[src/rtl/triac_phase_ctrl.sv]
module triac_phase_ctrl #(
  parameter int CW      = 16,
  parameter int AW      = 8,
  parameter int BW      = 8,
  parameter int MIN_DLY = 16
) (
  input  logic          clk,
  input  logic          rst_n,
  input  logic [CW-1:0] cnt_i,
  input  logic          zc_i,
  input  logic [AW-1:0] angle_i,
  input  logic          burst_en_i,
  input  logic [BW-1:0] burst_half_i,
  output logic          gate_o,
  output logic          fault_o
);
  localparam int PW = CW + AW;
  localparam logic [AW-1:0] AMAX  = {AW{1'b1}};
  localparam logic [CW-1:0] MIN_D = CW'(MIN_DLY);

  logic          zc_q, have_cap, per_ok, armed, fault_q, ph_q, gate_q;
  logic [CW-1:0] cap_q, dly_q, off_q;
  logic [CW:0]   lim_q;
  logic [BW-1:0] bc_q;

  logic          zc_edge, level, timeout;
  logic [CW-1:0] span, dz, win, raw, dly;
  logic [PW-1:0] prod;
  logic [CW:0]   lim;

  assign zc_edge = zc_i ^ zc_q;
  assign span    = cnt_i - cap_q;
  assign dz      = (span >> 5) + (span >> 9);
  assign win     = span - (dz << 1);
  assign prod    = PW'(win) * PW'(AMAX - angle_i);
  assign raw     = dz + prod[PW-1:AW];
  assign dly     = (raw < MIN_D) ? MIN_D : raw;
  assign lim     = {1'b0, span} + {2'b00, span[CW-1:1]};
  assign level   = armed && (span >= dly_q) && (span < off_q);
  assign timeout = per_ok && ({1'b0, span} > lim_q);

  always_ff @(posedge clk) begin
    if (!rst_n) begin
      zc_q     <= 1'b0;
      have_cap <= 1'b0;
      per_ok   <= 1'b0;
      armed    <= 1'b0;
      fault_q  <= 1'b0;
      cap_q    <= '0;
      dly_q    <= '0;
      off_q    <= '0;
      lim_q    <= '0;
    end else begin
      zc_q <= zc_i;
      if (zc_edge) begin
        cap_q    <= cnt_i;
        have_cap <= 1'b1;
        per_ok   <= have_cap;
        armed    <= have_cap && (angle_i != '0);
        fault_q  <= 1'b0;
        dly_q    <= dly;
        off_q    <= span - dz;
        lim_q    <= lim;
      end else begin
        if (timeout) fault_q <= 1'b1;
        if (timeout || span >= off_q) armed <= 1'b0;
      end
    end
  end

  always_ff @(posedge clk) begin
    if (!rst_n) begin
      bc_q   <= '0;
      ph_q   <= 1'b1;
      gate_q <= 1'b0;
    end else begin
      if (!level || zc_edge) begin
        bc_q <= '0;
        ph_q <= 1'b1;
      end else if (bc_q == burst_half_i) begin
        bc_q <= '0;
        ph_q <= ~ph_q;
      end else begin
        bc_q <= bc_q + 1'b1;
      end
      gate_q <= level && !zc_edge && (ph_q || !burst_en_i);
    end
  end

  assign gate_o  = gate_q;
  assign fault_o = fault_q;
endmodule

[config.mk]
export PLATFORM = sky130hd
export DESIGN_NAME = triac_phase_ctrl
export DESIGN_NICKNAME = d
export VERILOG_FILES = /design/src/rtl/triac_phase_ctrl.sv
export SDC_FILE = /design/constraint.sdc
export NUM_CORES = 1
export LEC_CHECK = 0
export BUFFER_PORTS_ARGS = -buffer_cell sky130_fd_sc_hd__buf_2
export CORE_ASPECT_RATIO = 1.2
export CORE_UTILIZATION = 59
export CTS_BUF_LIST = sky130_fd_sc_hd__clkbuf_16
export DETAILED_ROUTE_END_ITERATION = 8
export PLACE_DENSITY = 0.87
export SYNTH_ARGS = -nofsm -noshare
export SYNTH_HDL_FRONTEND = slang
export SYNTH_SLANG_ARGS = --single-unit
[constraint.sdc]
create_clock -name clk -period 12.6 [get_ports clk]
set_input_delay 1.26 -clock clk [delete_from_list [all_inputs] [get_ports clk]]
set_output_delay 1.26 -clock clk [all_outputs]
set_load 0.02 [all_outputs]
==> out/qor.yml, run 1 <==
cts.htree.levels: 3
min_period_over_period: 0.9606
path_clk_slew_ns: 0.07
first_global_vias: 11530
die_w_um: 134.3
critical_path.startpoint: "cnt_i[0]"
synthFlopType: "sky130_fd_sc_hd__dfxtp_1"
synth-edff-count: 0
fp.dieH_um: 160.7
timing.fmax_mhz: 82.62
period_needed_ns: 12.10
groute.usage.overall: 0.3207
placeable_area_um2: 20400
vias_per_cell: 6.016
cts_hold_buf: 0
insertion_delay_ns: 0.36
report.final.hold_viol_count: 0
startpoint_of_the_most_critical_register_to_register_path: "cap_q[0]"
synth.cell_area_um2: 12380
synth_nets: 1861
clockRootBuffer: "sky130_fd_sc_hd__clkbuf_16"
iteration_0_drc_count_of_the_detailed_router: 924
totalWireLength_um: 33160
final-setup-viol-count: 0
yosysTopAreaCellShare: 0.1465
drt-pass1-iter-count: 6
port-buffer-count: 37
grt_max_degree: 84
skew_ns: 0.009318
drv_cap: 0
finalMaxSlewViolations: 0
cts_buffers: 9
hp-class: "reg -> reg"
cp_max_fo: 8
dp_hpwl_um: 25680
critical_path.slowest_cell: "sky130_fd_sc_hd__fa_1"
start_util: 0.6072
die_footprint_um2: 21580
cpPeakStageDelay_ns: 0.54
drt-wirelength-per-cell_um: 17.43
crit_type: "in -> reg"
result_of_the_run: "complete, no violations"
n_fill_cell: 1691
route.antenna.remaining_nets: 0
average_cell_area_after_synthesis_um2: 7.784
timing.critical_path.arrival_ns: 12.33
longest_clk_path_bufs: 2
synthDistinctLibCells: 88
critical_path.startpoint_type: "input port"
max_slew.worst_pin.slew_ns: 0.8835
num-nets-final: 1903
diodes: 0
grt_pass1_wl_um: 55320
drc_errors: 0
max-slew-margin-rel: 0.4110
tritoncts: "yes"
synthToLayoutAreaGrowth_pct: 9.365
synth-async-reset-ratio: 0
post_synth_inst_count: 1591
critPathRequiredTime_ns: 12.83
number_of_antenna_violations_at_the_first_check_in_global_routing: 0
hp-start: "cap_q[9]"
seq_area_frac_synth: 0.1293
ios: 38
post-route-cell-area_um2: 13540
rows: 57
critical_path.endpoint_type: "flop"
numClockSinks: 80
dr_total_vias: 11450
final_layout_size_suffix_gt1_frac: 0.1129
dpl_cell_area_um2: 13080
largest_cells_by_area_after_synthesis: "sky130_fd_sc_hd__ha_1 (15%), sky130_fd_sc_hd__fa_1 (14%), sky130_fd_sc_hd__dfxtp_1 (13%), sky130_fd_sc_hd__inv_1 (6.4%), sky130_fd_sc_hd__xnor2_1 (5.8%)"
globalplace.congestion: 0.9153
postSynthRegisterBits: 80
yosysWarnings: 0
netlist.top_cell.by_area: "sky130_fd_sc_hd__ha_1"
grt.overflow.total: 0
-- logic make-up after synthesis --
kind of cell	share of synthesized area
and+or+nand+nor	0.2077
AOI/OAI and AO/OA	0.1905
buffers and inverters	0.08143
adders and majority gates	0.3002
xor gates and xnor gates	0.08739
DFF	0.1293
muxes	0.003435
-- synth_stat cells, types with 4 or more instances --
cell and instances:
sky130_fd_sc_hd__nand4_1 11, sky130_fd_sc_hd__o21a_1 17, sky130_fd_sc_hd__buf_2 5, sky130_fd_sc_hd__o211ai_1 16
sky130_fd_sc_hd__xor2_1 36, sky130_fd_sc_hd__nor2_1 140, sky130_fd_sc_hd__a21o_1 39, sky130_fd_sc_hd__dfxtp_1 80
sky130_fd_sc_hd__nand3_1 48, sky130_fd_sc_hd__nor3b_1 4, sky130_fd_sc_hd__a311oi_1 4, sky130_fd_sc_hd__nor4_1 10
sky130_fd_sc_hd__maj3_1 11, sky130_fd_sc_hd__a32oi_1 4, sky130_fd_sc_hd__or2_2 34, sky130_fd_sc_hd__nor3_1 21
sky130_fd_sc_hd__inv_1 210, sky130_fd_sc_hd__ha_1 145, sky130_fd_sc_hd__a21oi_1 79, sky130_fd_sc_hd__clkbuf_1 46
sky130_fd_sc_hd__a211oi_1 8, sky130_fd_sc_hd__o31ai_1 7, sky130_fd_sc_hd__nand2b_1 40, sky130_fd_sc_hd__a41oi_1 4
sky130_fd_sc_hd__o21ai_0 55, sky130_fd_sc_hd__and2_1 17, sky130_fd_sc_hd__o211a_1 10, sky130_fd_sc_hd__o21ai_1 6
sky130_fd_sc_hd__nand4b_1 4, sky130_fd_sc_hd__a21boi_0 34, sky130_fd_sc_hd__xnor2_1 82, sky130_fd_sc_hd__nand2_1 151
sky130_fd_sc_hd__or3_1 5, sky130_fd_sc_hd__nor2b_1 12, sky130_fd_sc_hd__and3_1 19, sky130_fd_sc_hd__a31oi_1 10
sky130_fd_sc_hd__fa_1 89
-- routing by layer --
layer  track usage  vias up  routed length (µm)
li1              -     5432                   -
met1        0.3853     5391               13000
met2        0.5384      488               15960
met3       0.03819      137                2029
met4        0.2109        0                2174
met5             0        -                   0
-- metrics by stage --
step | instances | TNS, ns | hold WS, ns | util | worst slack (ns)
after floorplan | 1591 | 0 | 0.4369 | - | 0.3921
after detailed placement | 1886 | -0.4147 | 0.4541 | 0.6410 | -0.1309
final | 1903 | 0 | 0.4637 | 0.6640 | 0.4967
after global placement | 1886 | 0 | 0.4455 | 0.6410 | 0.1229
after CTS | 1902 | 0 | 0.4647 | 0.6575 | 0.2337
after global routing | 1903 | -0.1393 | 0.4836 | 0.6640 | -0.05715
-- sequential cells by signal, summed over array words and instances, names as in the netlist, 8 cells and up --
| register | count |
|---|---|
| bc_q | 8 |
| dly_q | 16 |
| off_q | 16 |
| lim_q | 17 |
| cap_q | 16 |
-- area by class of cell --
type	count	area [µm²]	share of cell area
timing repair buffer	85	545.5	0.04028
sequential	80	1602	0.1182
multi-input combinational	1244	9930	0.7331
inverter	213	799.5	0.05903
clock buffer	9	225.2	0.01663
tap	265	331.6	0.02448
clock inverter	7	111.4	0.008222
-- timing repair --
item                       4_1_cts  5_1_grt
setup endpoints to repair        0        9
resized for setup                0       21
setup buffers                    0        1
-- critical path: cells and delay by family --
| kind | cells | cell delay [ns] |
|---|---|---|
| fa+ha+maj | 9 | 3.51 |
| simple gates | 12 | 2.96 |
| compound gates | 13 | 3.39 |
| buf+inv | 6 | 0.38 |
| xor+xnor | 4 | 0.81 |
-- cells in the final DEF (no fill, tap or decap), types with 34 or more instances in the layout --
| master | synthesis | routed |
|---|---|---|
| sky130_fd_sc_hd__inv_1 | 210 | 210 |
| sky130_fd_sc_hd__nand2_1 | 151 | 151 |
| sky130_fd_sc_hd__ha_1 | 145 | 145 |
| sky130_fd_sc_hd__nor2_1 | 140 | 140 |
| sky130_fd_sc_hd__fa_1 | 89 | 89 |
| sky130_fd_sc_hd__dfxtp_1 | 80 | 80 |
| sky130_fd_sc_hd__a21oi_1 | 79 | 77 |
| sky130_fd_sc_hd__xnor2_1 | 82 | 77 |
| sky130_fd_sc_hd__o21ai_0 | 55 | 55 |
| sky130_fd_sc_hd__nand3_1 | 48 | 48 |
| sky130_fd_sc_hd__buf_4 | 0 | 48 |
| sky130_fd_sc_hd__nand2b_1 | 40 | 40 |
| sky130_fd_sc_hd__a21o_1 | 39 | 39 |
| sky130_fd_sc_hd__buf_2 | 5 | 37 |
| sky130_fd_sc_hd__xor2_1 | 36 | 34 |
| sky130_fd_sc_hd__a21boi_0 | 34 | 34 |
| sky130_fd_sc_hd__or2_2 | 34 | 34 |
-- worst paths after layout --
kind | endpoint | slack (ns) | cells after the start
min | cap_q[9] | 0.46 | 2
max reg2reg | dly_q[3] | 1.21 | 42
max | dly_q[3] | 0.50 | 44
min reg2reg | cap_q[9] | 0.46 | 2
Power of run 1 is not shown: default switching activity piles up to over one toggle a cycle in this logic, so the estimate is an artifact.
==> run 2, diff against run 1 <==
- ABC_AREA: not set -> 1
- CAP_MARGIN: not set -> 20
==> out/qor.yml, run 2 <==
tritoncts: "yes"
hp-class: "reg -> reg"
post_synth_inst_count: 1854  # +17%
critical_path.slowest_cell: "sky130_fd_sc_hd__fa_1"
final_layout_size_suffix_gt1_frac: 0.09312  # -0.01982
diodes: 0  # unchanged
postCtsResizedCells: 0  # unchanged
largest_register_ff_count: 17  # unchanged
synthToLayoutAreaGrowth_pct: 6.142
drt-pass1-iter-count: 7  # +1
netlist.top_cell.by_area: "sky130_fd_sc_hd__ha_1"
cts.htree.levels: 3  # unchanged
setup.reg_to_reg.worst_slack_ns: 1.82  # +0.61 ns
rsz_0062_raised_after_global_routing: "no"
yosysWarnings: 0  # unchanged
first_global_vias: 12300  # +6.7%
num-nets-final: 2155  # +13%
vias_per_cell: 5.676  # -5.6%
synth.cell_area_um2: 12430  # +0.33%
placeable_area_um2: 20470  # +0.35%
globalplace.congestion: 0.9910  # +8.3%
n_fill_cell: 1821  # +7.7%
grt_pass1_wl_um: 54230  # -2.0%
critPathRequiredTime_ns: 12.85  # +0.02 ns
cts_hold_buf: 0  # unchanged
die_footprint_um2: 21650  # +0.33%
numClockSinks: 80  # unchanged
synth-edff-count: 0  # unchanged
dr_total_vias: 12230  # +6.8%
synth_common_cells: "sky130_fd_sc_hd__nand2_1 (418), sky130_fd_sc_hd__inv_1 (363), sky130_fd_sc_hd__nor2_1 (176)"
report.final.hold_viol_count: 0  # unchanged
groute.usage.overall: 0.3124  # -0.008226
grt.overflow.total: 0  # unchanged
critical_path.startpoint_type: "input port"
yosysTopAreaCellShare: 0.1460  # -0.0004868
path_clk_slew_ns: 0.07  # about the same
longest_clk_path_bufs: 2  # unchanged
met2_length_um: 16620  # +4.2%
final-setup-viol-count: 0  # unchanged
post_cts.repair.setup_buffers: 0  # unchanged
drc_errors: 0  # unchanged
die_w_um: 134.5  # +0.16%
worst_path_most_repeated_cell: "sky130_fd_sc_hd__nand2_1"
timing.critical_path.arrival_ns: 11.77  # -0.56 ns
yosys.cell_count.top_type: "sky130_fd_sc_hd__nand2_1"
grt_max_degree: 41  # -51%
leading_cell_type_in_the_layout_fill_and_taps_excluded: "sky130_fd_sc_hd__nand2_1"
port-buffer-count: 37  # unchanged
dp_hpwl_um: 27050  # +5.4%
met1Wirelength_um: 12460  # -4.2%
largest_cells_by_area_after_synthesis: "sky130_fd_sc_hd__ha_1 (15%), sky130_fd_sc_hd__fa_1 (14%), sky130_fd_sc_hd__dfxtp_1 (13%), sky130_fd_sc_hd__nand2_1 (13%), sky130_fd_sc_hd__inv_1 (11%)"
average_cell_area_after_synthesis_um2: 6.702  # -14%
period_needed_ns: 11.52  # -0.5827 ns
totalWireLength_um: 33100  # -0.18%
iteration_0_drc_count_of_the_detailed_router: 929  # +0.54%
route.antenna.remaining_nets: 0  # unchanged
setup-tns-final_ns: 0  # unchanged
critical_path.endpoint_type: "flop"
worstHoldPathCells: 2  # unchanged
multi_input_comb_area_um2: 9310  # -6.2%
rows: 57  # unchanged
fp.dieH_um: 161.0  # +0.16%
timing.fmax_mhz: 86.80  # +5.1%
synth-async-reset-ratio: 0  # unchanged
ios: 38  # unchanged
seq_area_frac_synth: 0.1289  # -0.0004297
synthFlopType: "sky130_fd_sc_hd__dfxtp_1"
crit_type: "in -> reg"
highest_layer: "met4"
clockRootBuffer: "sky130_fd_sc_hd__clkbuf_16"
worst_r2r_path_depth: 58  # +38%
detailroute.wirelength.met3_um: 1945  # -4.1%
skew_ns: 0.009276  # -0.00004163 ns
drv_cap: 0  # unchanged
start_util: 0.6071  # about the same
drt-wirelength-per-cell_um: 15.36  # -12%
max_slew.worst_pin.slew_ns: 0.6961  # -0.1873 ns
regArea_um2: 1602  # unchanged
finalMaxSlewViolations: 0  # unchanged
layout.cells.most_common_list: "sky130_fd_sc_hd__nand2_1 (418), sky130_fd_sc_hd__inv_1 (365), sky130_fd_sc_hd__nor2_1 (175)"
insertion_delay_ns: 0.35  # about the same
max-slew-margin-rel: 0.5348  # +0.1238
min_period_over_period: 0.9143  # -0.04625
cpPeakStageDelay_ns: 0.54  # about the same
cts_buffers: 9  # unchanged
cp_max_fo: 8  # unchanged
result_of_the_run: "complete, no violations"
synthDistinctLibCells: 61  # -31%
synth_nets: 2124  # +14%
postSynthRegisterBits: 80  # unchanged
largest-register: "lim_q"
number_of_antenna_violations_at_the_first_check_in_global_routing: 1  # +1
-- run 2: cell families after synthesis --
family                     share of synthesized area
adders and majority gates                     0.2894
and+or+nand+nor                               0.3119
xor gates and xnor gates                     0.04048
AOI/OAI and AO/OA                             0.1073
buffers and inverters                         0.1220
DFF                                           0.1289
-- run 2: worst max-delay path: cells and delay by family --
kind            cells  cell delay (ns)
compound gates      9             1.75
xor+xnor            2             0.56
fa+ha+maj           9             3.73
buf+inv            14             1.36
simple gates       26             3.11
-- run 2: area by class of cell --
type                       instances  share of cell area
timing repair buffer              45             0.02011
tap                              265             0.02514
sequential                        80              0.1214
inverter                         376              0.1072
multi-input combinational       1373              0.7059
clock buffer                       9             0.01708
clock inverter                     7            0.003131
-- run 2: through the flow --
| stage | instances | setup WS [ns] | util | hold WS (ns) | area [µm²] |
|---|---|---|---|---|---|
| final | 2155 | 1.079 | 0.6444 | 0.4527 | 13190 |
| after global routing | 2155 | 0.2165 | 0.6444 | 0.4742 | 13190 |
| after CTS | 2154 | 1.296 | 0.6430 | 0.4555 | 13160 |
| after detailed placement | 2138 | 0.9598 | 0.6300 | 0.4465 | 12890 |
| after global placement | 2138 | 1.229 | 0.6300 | 0.4443 | 12890 |
| after floorplan | 1854 | 2.736 | - | 0.4132 | 12430 |
-- run 2: final timing paths --
kind,startpoint,endpoint
min reg2reg,ph_q,gate_o
max,cnt_i[0],dly_q[0]
min,ph_q,gate_o
max reg2reg,cap_q[0],dly_q[0]
-- run 2: metal layers --
layer	GRT usage	vias to the layer above
met3	0.04175	169
met5	0	-
met2	0.5742	518
li1	-	5896
met1	0.3366	5649
met4	0.1920	0
Power of run 2 is left out for the same reason.
==> run 3, diff against run 2 <==
- CORE_UTILIZATION: 59 -> 61
- PLACE_DENSITY: 0.87 -> 0.86
- clock period: 12.6 -> 13.4 ns (I/O delays scaled with it)
==> out/qor.yml, run 3 (synthesis gave the netlist of run 2 again) <==
result_of_the_run: "complete, no violations"
iteration_0_drc_count_of_the_detailed_router: 803  # -14%
globalplace.congestion: 0.9827  # -0.84%
postCtsResizedCells: 0  # unchanged
fp.dieH_um: 158.3  # -1.6%
report.final.hold_viol_count: 0  # unchanged
diodes: 0  # unchanged
post_cts.repair.setup_buffers: 0  # unchanged
skew_ns: 0.01130  # +0.002022 ns
final_layout_size_suffix_gt1_frac: 0.09418  # +0.001058
setup-tns-final_ns: 0  # unchanged
critical_path.startpoint_type: "input port"
port-buffer-count: 37  # unchanged
grt_max_degree: 36  # -12%
totalWireLength_um: 32950  # -0.45%
numClockSinks: 80  # unchanged
setup.reg_to_reg.worst_slack_ns: 2.74  # +0.92 ns
met2_length_um: 16770  # +0.90%
cp_max_fo: 8  # unchanged
rsz_0062_raised_after_global_routing: "no"
met1Wirelength_um: 12730  # +2.2%
rows: 56  # -1.8%
timing.critical_path.arrival_ns: 11.76  # about the same
leading_cell_type_in_the_layout_fill_and_taps_excluded: "sky130_fd_sc_hd__nand2_1"
grt_pass1_wl_um: 54660  # +0.79%
start_util: 0.6289  # +0.02180
route.antenna.remaining_nets: 0  # unchanged
groute.usage.overall: 0.3269  # +0.01444
max-slew-margin-rel: 0.4943  # -0.04053
dp_hpwl_um: 26660  # -1.4%
vias_per_cell: 5.597  # -1.4%
cpPeakStageDelay_ns: 0.53  # about the same
drt-pass1-iter-count: 6  # -1
critPathRequiredTime_ns: 13.68  # +0.83 ns
largest-register: "lim_q"
max_slew.worst_pin.slew_ns: 0.7517  # +0.05555 ns
ios: 38  # unchanged
cts_buffers: 9  # unchanged
crit_type: "in -> reg"
layout.cells.most_common_list: "sky130_fd_sc_hd__nand2_1 (418), sky130_fd_sc_hd__inv_1 (363), sky130_fd_sc_hd__nor2_1 (175)"
dr_total_vias: 12040  # -1.6%
num-nets-final: 2155  # unchanged
finalMaxSlewViolations: 0  # unchanged
first_global_vias: 12120  # -1.4%
grt.overflow.total: 0  # unchanged
longest_clk_path_bufs: 2  # unchanged
placeable_area_um2: 19760  # -3.5%
detailroute.wirelength.met3_um: 1607  # -17%
cts_hold_buf: 0  # unchanged
drt-wirelength-per-cell_um: 15.32  # -0.26%
final-setup-viol-count: 0  # unchanged
min_period_over_period: 0.8567
period_needed_ns: 11.48
tritoncts: "yes"
hp-class: "reg -> reg"
die_footprint_um2: 20950  # -3.2%
timing.fmax_mhz: 87.11
clockRootBuffer: "sky130_fd_sc_hd__clkbuf_16"
drc_errors: 0  # unchanged
synthToLayoutAreaGrowth_pct: 6.092  # about the same
insertion_delay_ns: 0.35  # about the same
cts.htree.levels: 3  # unchanged
number_of_antenna_violations_at_the_first_check_in_global_routing: 0  # -1
critical_path.slowest_cell: "sky130_fd_sc_hd__fa_1"
path_clk_slew_ns: 0.07  # about the same
highest_layer: "met4"
critical_path.endpoint_type: "flop"
drv_cap: 0  # unchanged
largest_register_ff_count: 17  # unchanged
die_w_um: 132.3  # -1.6%
==> run 3: cell count changes in the layout (fill, tap and decap cells not counted) <==
cell,before,now
sky130_fd_sc_hd__inv_1,365,363
sky130_fd_sc_hd__inv_6,0,3
sky130_fd_sc_hd__clkinvlp_4,2,1
sky130_fd_sc_hd__buf_16,1,0
sky130_fd_sc_hd__buf_8,0,1
==> run 3: final timing paths <==
kind | start | to | cells past startpoint
worst max-delay path | cnt_i[0] | dly_q[4] | 60
worst min-delay path | per_ok | per_ok | 2
worst max register to register | cap_q[0] | dly_q[4] | 58
worst min register to register | per_ok | per_ok | 2
==> run 3: area by class of cell <==
| type | count | area [µm²] |
|---|---|---|
| Multi-Input combinational cell | 1373 | 9310 |
| Sequential cell | 80 | 1602 |
| Clock buffer | 9 | 225.2 |
| Clock inverter | 7 | 52.55 |
| Inverter | 376 | 1414 |
| Timing Repair Buffer | 45 | 252.7 |
| Tap cell | 261 | 326.6 |
| Fill cell | 1810 | 6576 |
==> run 3: metrics by stage <==
stage | cells | utilization | hold WS [ns] | setup slack (ns) | cell area (µm²)
after floorplan | 1854 | - | 0.4132 | 3.456 | 12430
final | 2151 | 0.6672 | 0.4556 | 1.920 | 13180
after CTS | 2150 | 0.6664 | 0.4583 | 2.080 | 13170
after detailed placement | 2134 | 0.6524 | 0.4436 | 1.734 | 12890
after global placement | 2134 | 0.6524 | 0.4303 | 1.920 | 12890
after global routing | 2151 | 0.6672 | 0.4700 | 1.181 | 13180
==> run 3: worst max-delay path, delay by kind of cell <==
kind                       cells  cell delay [ns]
AOI/OAI and AO/OA              8             1.55
xor gates and xnor gates       2             0.49
and+or+nand+nor               27             3.24
buffers and inverters         14             1.38
adders and majority gates      9             3.76
==> run 3: per-layer routing <==
| layer | track usage | vias to the layer above |
|---|---|---|
| met5 | 0 | - |
| met4 | 0.1877 | 0 |
| met3 | 0.03693 | 121 |
| met2 | 0.6256 | 413 |
| met1 | 0.3498 | 5598 |
| li1 | - | 5908 |
Power of run 3 is left out for the same reason.
